$ cat src/rtl/txr_pkg.sv
package txr_pkg;
  // Descriptor bit positions; software and engine both decode these.
  localparam int OWN_POS   = 31;
  localparam int LAST_POS  = 30;
  localparam int FIRST_POS = 29;
  localparam int SETUP_POS = 27;
  localparam int EOR_POS   = 25;
  localparam int ERR_POS   = 15;

  localparam int SETUP_LEN   = 192;
  localparam int SETUP_WORDS = SETUP_LEN / 4;
  localparam int FILT_IW     = $clog2(SETUP_WORDS);

  localparam logic [31:0] WB_DONE       = 32'h0000_0000;
  localparam logic [31:0] WB_SETUP_DONE = 32'h7FFF_FFFF;
  localparam logic [31:0] WB_FAULT      = 32'(1) << ERR_POS;

  localparam logic [1:0] RA_BASE = 2'd0;
  localparam logic [1:0] RA_POLL = 2'd1;
  localparam logic [1:0] RA_RUN  = 2'd2;

  typedef enum logic [2:0] {
    S_STOP, S_SUSP, S_STAT, S_CTRL, S_BUF, S_DATA, S_SEND, S_WB
  } seq_t;
endpackage

$ cat src/rtl/txr_regs.sv
module txr_regs
  import txr_pkg::*;
#(
  parameter int AW = 16
) (
  input  logic          clk,
  input  logic          rst_n,
  input  logic          reg_wr,
  input  logic [1:0]    reg_addr,
  input  logic [AW-1:0] reg_wdata,
  output logic [AW-1:0] base_q,
  output logic          run_q,
  output logic          poll_q,
  output logic          base_ld_q
);
  logic [AW-1:0] base_d;
  logic          run_d, poll_d, base_ld_d;

  always_comb begin
    base_d    = base_q;
    run_d     = run_q;
    poll_d    = 1'b0;
    base_ld_d = 1'b0;
    if (reg_wr) begin
      unique case (reg_addr)
        RA_BASE: begin
          base_d    = reg_wdata;
          base_ld_d = 1'b1;
        end
        RA_POLL: poll_d = 1'b1;
        RA_RUN:  run_d  = reg_wdata[0];
        default: ;
      endcase
    end
  end

  always_ff @(posedge clk or negedge rst_n) begin
    if (!rst_n) begin
      base_q    <= '0;
      run_q     <= 1'b0;
      poll_q    <= 1'b0;
      base_ld_q <= 1'b0;
    end else begin
      base_q    <= base_d;
      run_q     <= run_d;
      poll_q    <= poll_d;
      base_ld_q <= base_ld_d;
    end
  end
endmodule

$ cat src/rtl/txr_serializer.sv
module txr_serializer (
  input  logic        clk,
  input  logic        rst_n,
  input  logic        ld,
  input  logic [31:0] ld_word,
  input  logic [2:0]  ld_cnt,
  input  logic        ld_last,
  input  logic        tx_ready,
  output logic        tx_valid,
  output logic [7:0]  tx_data,
  output logic        tx_last,
  output logic        busy
);
  logic [31:0] word_q, word_d;
  logic [2:0]  cnt_q, cnt_d;
  logic        last_q, last_d;
  logic        shift_en;

  assign tx_valid = (cnt_q != 3'd0);
  assign busy     = tx_valid;
  assign tx_data  = word_q[7:0];
  assign tx_last  = last_q && (cnt_q == 3'd1);
  assign shift_en = tx_valid && tx_ready;

  always_comb begin
    word_d = word_q;
    cnt_d  = cnt_q;
    last_d = last_q;
    if (ld) begin
      word_d = ld_word;
      cnt_d  = ld_cnt;
      last_d = ld_last;
    end else if (shift_en) begin
      word_d = word_q >> 8;
      cnt_d  = cnt_q - 3'd1;
    end
  end

  always_ff @(posedge clk or negedge rst_n) begin
    if (!rst_n) begin
      word_q <= '0;
      cnt_q  <= '0;
      last_q <= 1'b0;
    end else begin
      word_q <= word_d;
      cnt_q  <= cnt_d;
      last_q <= last_d;
    end
  end

  // an offered byte is held until taken
  a_r12_tx_hold: assert property (@(posedge clk) disable iff (!rst_n)
    tx_valid && !tx_ready |=> tx_valid && $stable(tx_data) && $stable(tx_last));
endmodule

$ cat src/rtl/txr_filter.sv
module txr_filter #(
  parameter int WORDS = 48,
  parameter int IW    = $clog2(WORDS)
) (
  input  logic          clk,
  input  logic          rst_n,
  input  logic          we,
  input  logic [IW-1:0] widx,
  input  logic [31:0]   wdata,
  input  logic [IW-1:0] ridx,
  output logic [31:0]   rdata
);
  logic [31:0] tbl [WORDS];

  always_ff @(posedge clk) begin
    if (we) tbl[widx] <= wdata;
  end

  assign rdata = (ridx < IW'(WORDS)) ? tbl[ridx] : '0;

  // fills stay inside the table
  a_r8_fill_range: assert property (@(posedge clk) disable iff (!rst_n)
    we |-> (widx < IW'(WORDS)));
endmodule

$ cat src/rtl/txr_seq.sv
module txr_seq
  import txr_pkg::*;
#(
  parameter int AW   = 16,
  parameter int LENW = 11
) (
  input  logic               clk,
  input  logic               rst_n,
  input  logic [AW-1:0]      base_q,
  input  logic               run_q,
  input  logic               poll_q,
  input  logic               base_ld_q,
  output logic               mem_req,
  output logic               mem_we,
  output logic [AW-1:0]      mem_addr,
  output logic [31:0]        mem_wdata,
  input  logic               mem_ack,
  input  logic [31:0]        mem_rdata,
  output logic               ser_ld,
  output logic [31:0]        ser_word,
  output logic [2:0]         ser_cnt,
  output logic               ser_last,
  input  logic               ser_busy,
  output logic               filt_we,
  output logic [FILT_IW-1:0] filt_idx,
  output logic [31:0]        filt_wdata
);
  localparam logic [LENW-1:0] LEN_SETUP = LENW'(SETUP_LEN);
  localparam logic [LENW-1:0] LEN_WORD  = LENW'(4);

  seq_t               st_q, st_d;
  logic [AW-1:0]      ptr_q, ptr_d;
  logic [AW-1:0]      wadr_q, wadr_d;
  logic [LENW-1:0]    len_q, len_d;
  logic [LENW-1:0]    rem_q, rem_d;
  logic               eor_q, eor_d, last_q, last_d, setup_q, setup_d;
  logic [FILT_IW-1:0] fidx_q, fidx_d;
  logic [31:0]        wb_q, wb_d;
  logic [2:0]         take;

  assign take       = (rem_q > LEN_WORD) ? 3'd4 : rem_q[2:0];
  assign ser_word   = mem_rdata;
  assign ser_cnt    = take;
  assign filt_idx   = fidx_q;
  assign filt_wdata = mem_rdata;

  always_comb begin
    st_d    = st_q;
    ptr_d   = ptr_q;
    wadr_d  = wadr_q;
    len_d   = len_q;
    rem_d   = rem_q;
    eor_d   = eor_q;
    last_d  = last_q;
    setup_d = setup_q;
    fidx_d  = fidx_q;
    wb_d    = wb_q;
    mem_req   = 1'b0;
    mem_we    = 1'b0;
    mem_addr  = ptr_q;
    mem_wdata = wb_q;
    ser_ld    = 1'b0;
    ser_last  = 1'b0;
    filt_we   = 1'b0;
    unique case (st_q)
      S_STOP: begin
        if (base_ld_q) ptr_d = base_q;
        if (run_q) st_d = S_STAT;
      end
      S_SUSP: begin
        if (base_ld_q) ptr_d = base_q;
        if (!run_q) st_d = S_STOP;
        else if (poll_q) st_d = S_STAT;
      end
      S_STAT: begin
        mem_req = 1'b1;
        if (mem_ack) st_d = mem_rdata[OWN_POS] ? S_CTRL : S_SUSP;
      end
      S_CTRL: begin
        mem_req  = 1'b1;
        mem_addr = ptr_q + AW'(1);
        if (mem_ack) begin
          len_d   = mem_rdata[LENW-1:0];
          eor_d   = mem_rdata[EOR_POS];
          last_d  = mem_rdata[LAST_POS];
          setup_d = mem_rdata[SETUP_POS];
          st_d    = S_BUF;
        end
      end
      S_BUF: begin
        mem_req  = 1'b1;
        mem_addr = ptr_q + AW'(2);
        if (mem_ack) begin
          wadr_d = mem_rdata[AW+1:2];
          rem_d  = len_q;
          fidx_d = '0;
          if (setup_q) begin
            if (len_q == LEN_SETUP) begin
              wb_d = WB_SETUP_DONE;
              st_d = S_DATA;
            end else begin
              wb_d = WB_FAULT;
              st_d = S_WB;
            end
          end else if (len_q == '0) begin
            wb_d = WB_FAULT;
            st_d = S_WB;
          end else begin
            wb_d = WB_DONE;
            st_d = S_DATA;
          end
        end
      end
      S_DATA: begin
        mem_req  = 1'b1;
        mem_addr = wadr_q;
        if (mem_ack) begin
          wadr_d = wadr_q + AW'(1);
          if (setup_q) begin
            filt_we = 1'b1;
            fidx_d  = fidx_q + FILT_IW'(1);
            rem_d   = rem_q - LEN_WORD;
            if (rem_q == LEN_WORD) st_d = S_WB;
          end else begin
            ser_ld   = 1'b1;
            ser_last = last_q && (rem_q <= LEN_WORD);
            rem_d    = rem_q - LENW'(take);
            st_d     = S_SEND;
          end
        end
      end
      S_SEND: begin
        if (!ser_busy) st_d = (rem_q == '0) ? S_WB : S_DATA;
      end
      S_WB: begin
        mem_req = 1'b1;
        mem_we  = 1'b1;
        if (mem_ack) begin
          ptr_d = eor_q ? base_q : ptr_q + AW'(4);
          st_d  = run_q ? S_STAT : S_STOP;
        end
      end
      default: st_d = S_STOP;
    endcase
  end

  always_ff @(posedge clk or negedge rst_n) begin
    if (!rst_n) begin
      st_q    <= S_STOP;
      ptr_q   <= '0;
      wadr_q  <= '0;
      len_q   <= '0;
      rem_q   <= '0;
      eor_q   <= 1'b0;
      last_q  <= 1'b0;
      setup_q <= 1'b0;
      fidx_q  <= '0;
      wb_q    <= '0;
    end else begin
      st_q    <= st_d;
      ptr_q   <= ptr_d;
      wadr_q  <= wadr_d;
      len_q   <= len_d;
      rem_q   <= rem_d;
      eor_q   <= eor_d;
      last_q  <= last_d;
      setup_q <= setup_d;
      fidx_q  <= fidx_d;
      wb_q    <= wb_d;
    end
  end

  // request fields hold until acknowledged
  a_r12_mem_hold: assert property (@(posedge clk) disable iff (!rst_n)
    mem_req && !mem_ack |=> mem_req && $stable(mem_addr) && $stable(mem_we)
                            && $stable(mem_wdata));

  // a write-back always returns the descriptor to software
  a_r5_wb_released: assert property (@(posedge clk) disable iff (!rst_n)
    mem_req && mem_we |-> !mem_wdata[OWN_POS]);

  // an unowned status fetch leaves the pointer where it was
  a_r2_park_in_place: assert property (@(posedge clk) disable iff (!rst_n)
    (st_q == S_STAT) && mem_ack && !mem_rdata[OWN_POS] |=> ptr_q == $past(ptr_q));
endmodule

$ cat src/rtl/txr_engine.sv
module txr_engine
  import txr_pkg::*;
#(
  parameter int AW   = 16,
  parameter int LENW = 11
) (
  input  logic               clk,
  input  logic               rst_n,
  input  logic               reg_wr,
  input  logic [1:0]         reg_addr,
  input  logic [AW-1:0]      reg_wdata,
  output logic               mem_req,
  output logic               mem_we,
  output logic [AW-1:0]      mem_addr,
  output logic [31:0]        mem_wdata,
  input  logic               mem_ack,
  input  logic [31:0]        mem_rdata,
  output logic               tx_valid,
  input  logic               tx_ready,
  output logic [7:0]         tx_data,
  output logic               tx_last,
  input  logic [FILT_IW-1:0] filt_idx,
  output logic [31:0]        filt_word
);
  logic [1:0]         rsync_q;
  logic               rst_int_n;
  logic [AW-1:0]      base_q;
  logic               run_q, poll_q, base_ld_q;
  logic               ser_ld, ser_last, ser_busy;
  logic [31:0]        ser_word;
  logic [2:0]         ser_cnt;
  logic               f_we;
  logic [FILT_IW-1:0] f_widx;
  logic [31:0]        f_wdata;

  // asynchronous assert, synchronous release
  always_ff @(posedge clk or negedge rst_n) begin
    if (!rst_n) rsync_q <= '0;
    else        rsync_q <= {rsync_q[0], 1'b1};
  end
  assign rst_int_n = rsync_q[1];

  txr_regs #(.AW(AW)) u_regs (
    .clk(clk), .rst_n(rst_int_n), .reg_wr(reg_wr), .reg_addr(reg_addr),
    .reg_wdata(reg_wdata), .base_q(base_q), .run_q(run_q), .poll_q(poll_q),
    .base_ld_q(base_ld_q)
  );

  txr_seq #(.AW(AW), .LENW(LENW)) u_seq (
    .clk(clk), .rst_n(rst_int_n), .base_q(base_q), .run_q(run_q),
    .poll_q(poll_q), .base_ld_q(base_ld_q), .mem_req(mem_req), .mem_we(mem_we),
    .mem_addr(mem_addr), .mem_wdata(mem_wdata), .mem_ack(mem_ack),
    .mem_rdata(mem_rdata), .ser_ld(ser_ld), .ser_word(ser_word),
    .ser_cnt(ser_cnt), .ser_last(ser_last), .ser_busy(ser_busy),
    .filt_we(f_we), .filt_idx(f_widx), .filt_wdata(f_wdata)
  );

  txr_serializer u_ser (
    .clk(clk), .rst_n(rst_int_n), .ld(ser_ld), .ld_word(ser_word),
    .ld_cnt(ser_cnt), .ld_last(ser_last), .tx_ready(tx_ready),
    .tx_valid(tx_valid), .tx_data(tx_data), .tx_last(tx_last), .busy(ser_busy)
  );

  txr_filter #(.WORDS(SETUP_WORDS), .IW(FILT_IW)) u_filt (
    .clk(clk), .rst_n(rst_int_n), .we(f_we), .widx(f_widx), .wdata(f_wdata),
    .ridx(filt_idx), .rdata(filt_word)
  );

  // setup data never reaches the byte stream
  a_r8_setup_silent: assert property (@(posedge clk) disable iff (!rst_int_n)
    f_we |-> !tx_valid);
endmodule

$ cat config.mk
export PLATFORM = sky130hd
export DESIGN_NAME = txr_engine
export DESIGN_NICKNAME = d
export VERILOG_FILES = /design/src/rtl/txr_pkg.sv /design/src/rtl/txr_regs.sv /design/src/rtl/txr_serializer.sv /design/src/rtl/txr_filter.sv /design/src/rtl/txr_seq.sv /design/src/rtl/txr_engine.sv
export SDC_FILE = /design/constraint.sdc
export NUM_CORES = 2
export LEC_CHECK = 0
export BUFFER_PORTS_ARGS = -buffer_cell sky130_fd_sc_hd__buf_4
export CORE_ASPECT_RATIO = 0.6
export CORE_MARGIN = 2
export CORE_UTILIZATION = 55
export DETAILED_ROUTE_END_ITERATION = 10
export GPL_TIMING_DRIVEN = 0
export PLACE_DENSITY = 0.71
export REMOVE_ABC_BUFFERS = 1
export SYNTH_ARGS = -nofsm -noshare
export SYNTH_HDL_FRONTEND = slang
export SYNTH_SLANG_ARGS = --single-unit
$ cat constraint.sdc
create_clock -name clk -period 7.9 [get_ports clk]
set_input_delay 1.58 -clock clk [delete_from_list [all_inputs] [get_ports clk]]
set_output_delay 1.58 -clock clk [all_outputs]
set_load 0.005 [all_outputs]
==> results.md <==
- Synth top area share: 0.7005
- Port bufs: 151
- Top delay family on crit path: buffers and inverters
- Cell Rows: 98
- Avg WL per Cell: 30.34 um
- Final setup vio count: 0
- Clk buf depth: 3
- Placed inst area: 69750 um2
- Nets: 3542
- CP Max Fanout: 72
- Clock root buffer master: clkbuf_16
- I/O pin cnt: 153
- Die Area: 122600 um2
- Initial core utilization: 0.5536
- TritonCTS buffer count: 147
- Total Wirelength: 157500 um
- WP data arrival: 5.29 ns
- Pre-CTS WS: 0.9421 ns
- Initial antenna violation count: 0
- RSZ-0062 raised after global routing: false
- Mapped cell area: 65840 um2
- Clk sinks: 1661
- CP startpoint kind: input port
- Share of post-route cells with drive strength above 1: 0.2632
- Crit path kind: input port to output port
- Distinct cells, synth: 66
- Post-synth ARST share: 0.07526
- Setup WS post-layout: 1.032 ns
- Fin crit period: 6.868 ns
- Tcrit/Tclk final: 0.8694
- DR pass1 iterations: 8
- Largest net degree at the start of global routing: 116
- Die X: 450.7 um
- Worst Setup End Kind: output port
- Final ANT Viol Nets: 0
- Clk_skew: 0.03151 ns
- Power Dens Cells: 263.8 nW/um2
- Initial drt markers: 5132
- WP data required: 6.32 ns
- DRC viols: 0
- Synth Instances: 3340
- TritonCTS clock tree: yes
- Yosys reg bits: 1661
- Most used cell, CP: buf_16
- Tot GR Track Use: 0.2579
- Status: finished, final reports clean
- MaxCap Viol Count: 0
- CORE AREA: 118900 um2
- Buf/Inv on CP: 5
- Top FF cell, synth: edfxtp_1
- Synth top area cells: edfxtp_1, mux4_2, dfrtp_1
- Die span in y: 272.0 um
- Hold Path Class: flip-flop to flip-flop
- Vias in the first global route: 34.07k
- GRT overflow: 0
- Hold bufs inserted after CTS: 0
- Post-synth EDFFs: 1536
- Lkg Pwr: 24.09 nW
- Clock transition at path regs: 0.06 ns
- DP Wirelength: 93710 um
- Syn avg cell area: 19.71 um2
- Gates resized, CTS repair: 0
- Sequential area share after synthesis: 0.7480
- Slowest-stage cell, CP: mux4_2
- Clock Latency Late Sink: 0.78 ns
- Synth area leader: edfxtp_1
- First-pass GRT wire length: 230500 um
- Via-per-instance ratio: 6.600
- H-tree depth: 4
- Maximum VDD drop: 0.2082 mV
- Area Growth Syn to Fin: 13.18%
- GPL Wtd Cong: 0.8710
- Crit-path cells: buf_8 -> buf_16 -> buf_16 -> buf_16 -> mux4_2 -> a22oi_1 -> nand2_1 -> a22oi_1 -> o31ai_1 -> buf_4
- Worst slew pin tran: 1.369 ns
- # Post-CTS Setup Buffers: 0
- Max stage delay on crit path: 0.59 ns
- Rel. slew slack: 0.08570
- Synth warn: 0
- Max-slew violation count: 0
- Design area: 74520 um2
- Hold Vio Cnt, Final: 0
- Fmax: 145.6 MHz
- Vias: 34.27k
synthesized netlist by cell type (12+ instances only):
library cell / instances
edfxtp_1: 1536
mux4_2: 384
nand2_1: 196
a22oi_1: 166
dfrtp_1: 125
clkbuf_1: 113
nor2_1: 102
mux2i_1: 58
o21ai_0: 55
a21oi_1: 54
buf_4: 52
mux2_2: 48
nand3_1: 40
buf_2: 39
nor3_1: 33
buf_1: 27
a22o_1: 25
a221oi_1: 23
o31ai_1: 22
o211ai_1: 20
o21ai_1: 20
buf_6: 17
o22ai_1: 17
inv_1: 14
nand4_1: 12
layer usage:
metal / track usage / part of all wire
met1: 0.4073 / 0.43
met2: 0.3777 / 0.45
met3: 0.04564 / 0.10
met4: 0.06522 / 0.019
met5: 0 / 0
kinds of logic after synthesis:
group | synth area share
other cells | 0.0001141
xor+xnor | 0.001064
compound gates | 0.04855
fa+ha+maj | 0.002090
mux | 0.1484
buf+inv | 0.02058
simple gates | 0.03122
flops | 0.7480
path summary, 6_finish.rpt:
path | depth (start not counted) | endpoint | slack, ns | start
min in group asynchronous | 0 | u_regs.base_q[8] | 0.39 | rsync_q[1]
setup reg to reg | 6 | u_filt.tbl[20][21] | 2.69 | u_seq.st_q[2]
max in group asynchronous | 1 | u_seq.st_q[0] | 6.66 | rsync_q[1]
hold reg to reg | 0 | rsync_q[1] | 0.36 | rsync_q[0]
hold / removal | 0 | rsync_q[1] | 0.36 | rsync_q[0]
setup / recovery | 10 | filt_word[4] | 1.03 | filt_idx[0]
per-stage QoR:
| stage | total power [mW] | util | hold WS [ns] | instances | TNS (ns) |
|---|---|---|---|---|---|
| detailed placement | 12.67 | 0.5864 | 0.3477 | 4920 | 0 |
| CTS | 19.71 | 0.6263 | 0.3612 | 5190 | 0 |
| finish | 19.66 | 0.6265 | 0.3552 | 5192 | 0 |
| global route | 20.29 | 0.6265 | 0.3794 | 5191 | 0 |
| floorplan | 11.53 | - | 0.3312 | 3093 | 0 |
| global placement | 12.56 | 0.5690 | 0.3368 | 4844 | -148.57 |
flip-flops by register name, summed over array words and instances (netlist names):
register / cells
u_regs.run_q: 1
u_seq.wadr_q: 16
u_filt.tbl: 1536
u_seq.mem_wdata: 2
u_regs.poll_q: 1
u_regs.base_ld_q: 1
u_seq.rem_q: 11
u_seq.setup_q: 1
u_seq.ptr_q: 16
u_seq.filt_idx: 6
u_seq.st_q: 3
u_seq.last_q: 1
u_seq.len_q: 11
rsync_q: 2
u_ser.cnt_q: 3
u_seq.eor_q: 1
u_regs.base_q: 16
u_ser.last_q: 1
u_ser.word_q: 32
power by group:
group          leakage (nW)  internal [mW]  switching [mW]  total [mW]
sequential             15.4           9.85           0.439        10.3
combinational          6.42          0.920            1.32        2.24
clock                  2.31           3.94            3.18        7.12
total                  24.1           14.7            4.94        19.7
cell type report:
| type | instances | area [um2] |
|---|---|---|
| clock buffers | 192 | 4014 |
| diodes | 1 | 2.502 |
| inverters | 14 | 52.55 |
| flip-flops and latches | 1661 | 49260 |
| clock inverters | 78 | 733.2 |
| multi-input cells | 1418 | 15670 |
| repair buffers | 228 | 2789 |
| well taps | 1600 | 2002 |
| fillers | 7857 | 44420 |
layout by cell type, fill, tap and decap left out, types with 51 or more instances in the layout:
cell	count
dfrtp_1	123
nand2_1	195
clkbuf_16	152
mux2i_1	58
edfxtp_1	1536
a21oi_1	53
buf_4	149
o21ai_0	55
mux4_2	384
buf_12	55
nor2_1	51
a22oi_1	166
Note: power is estimated with default switching activity, not from simulation.
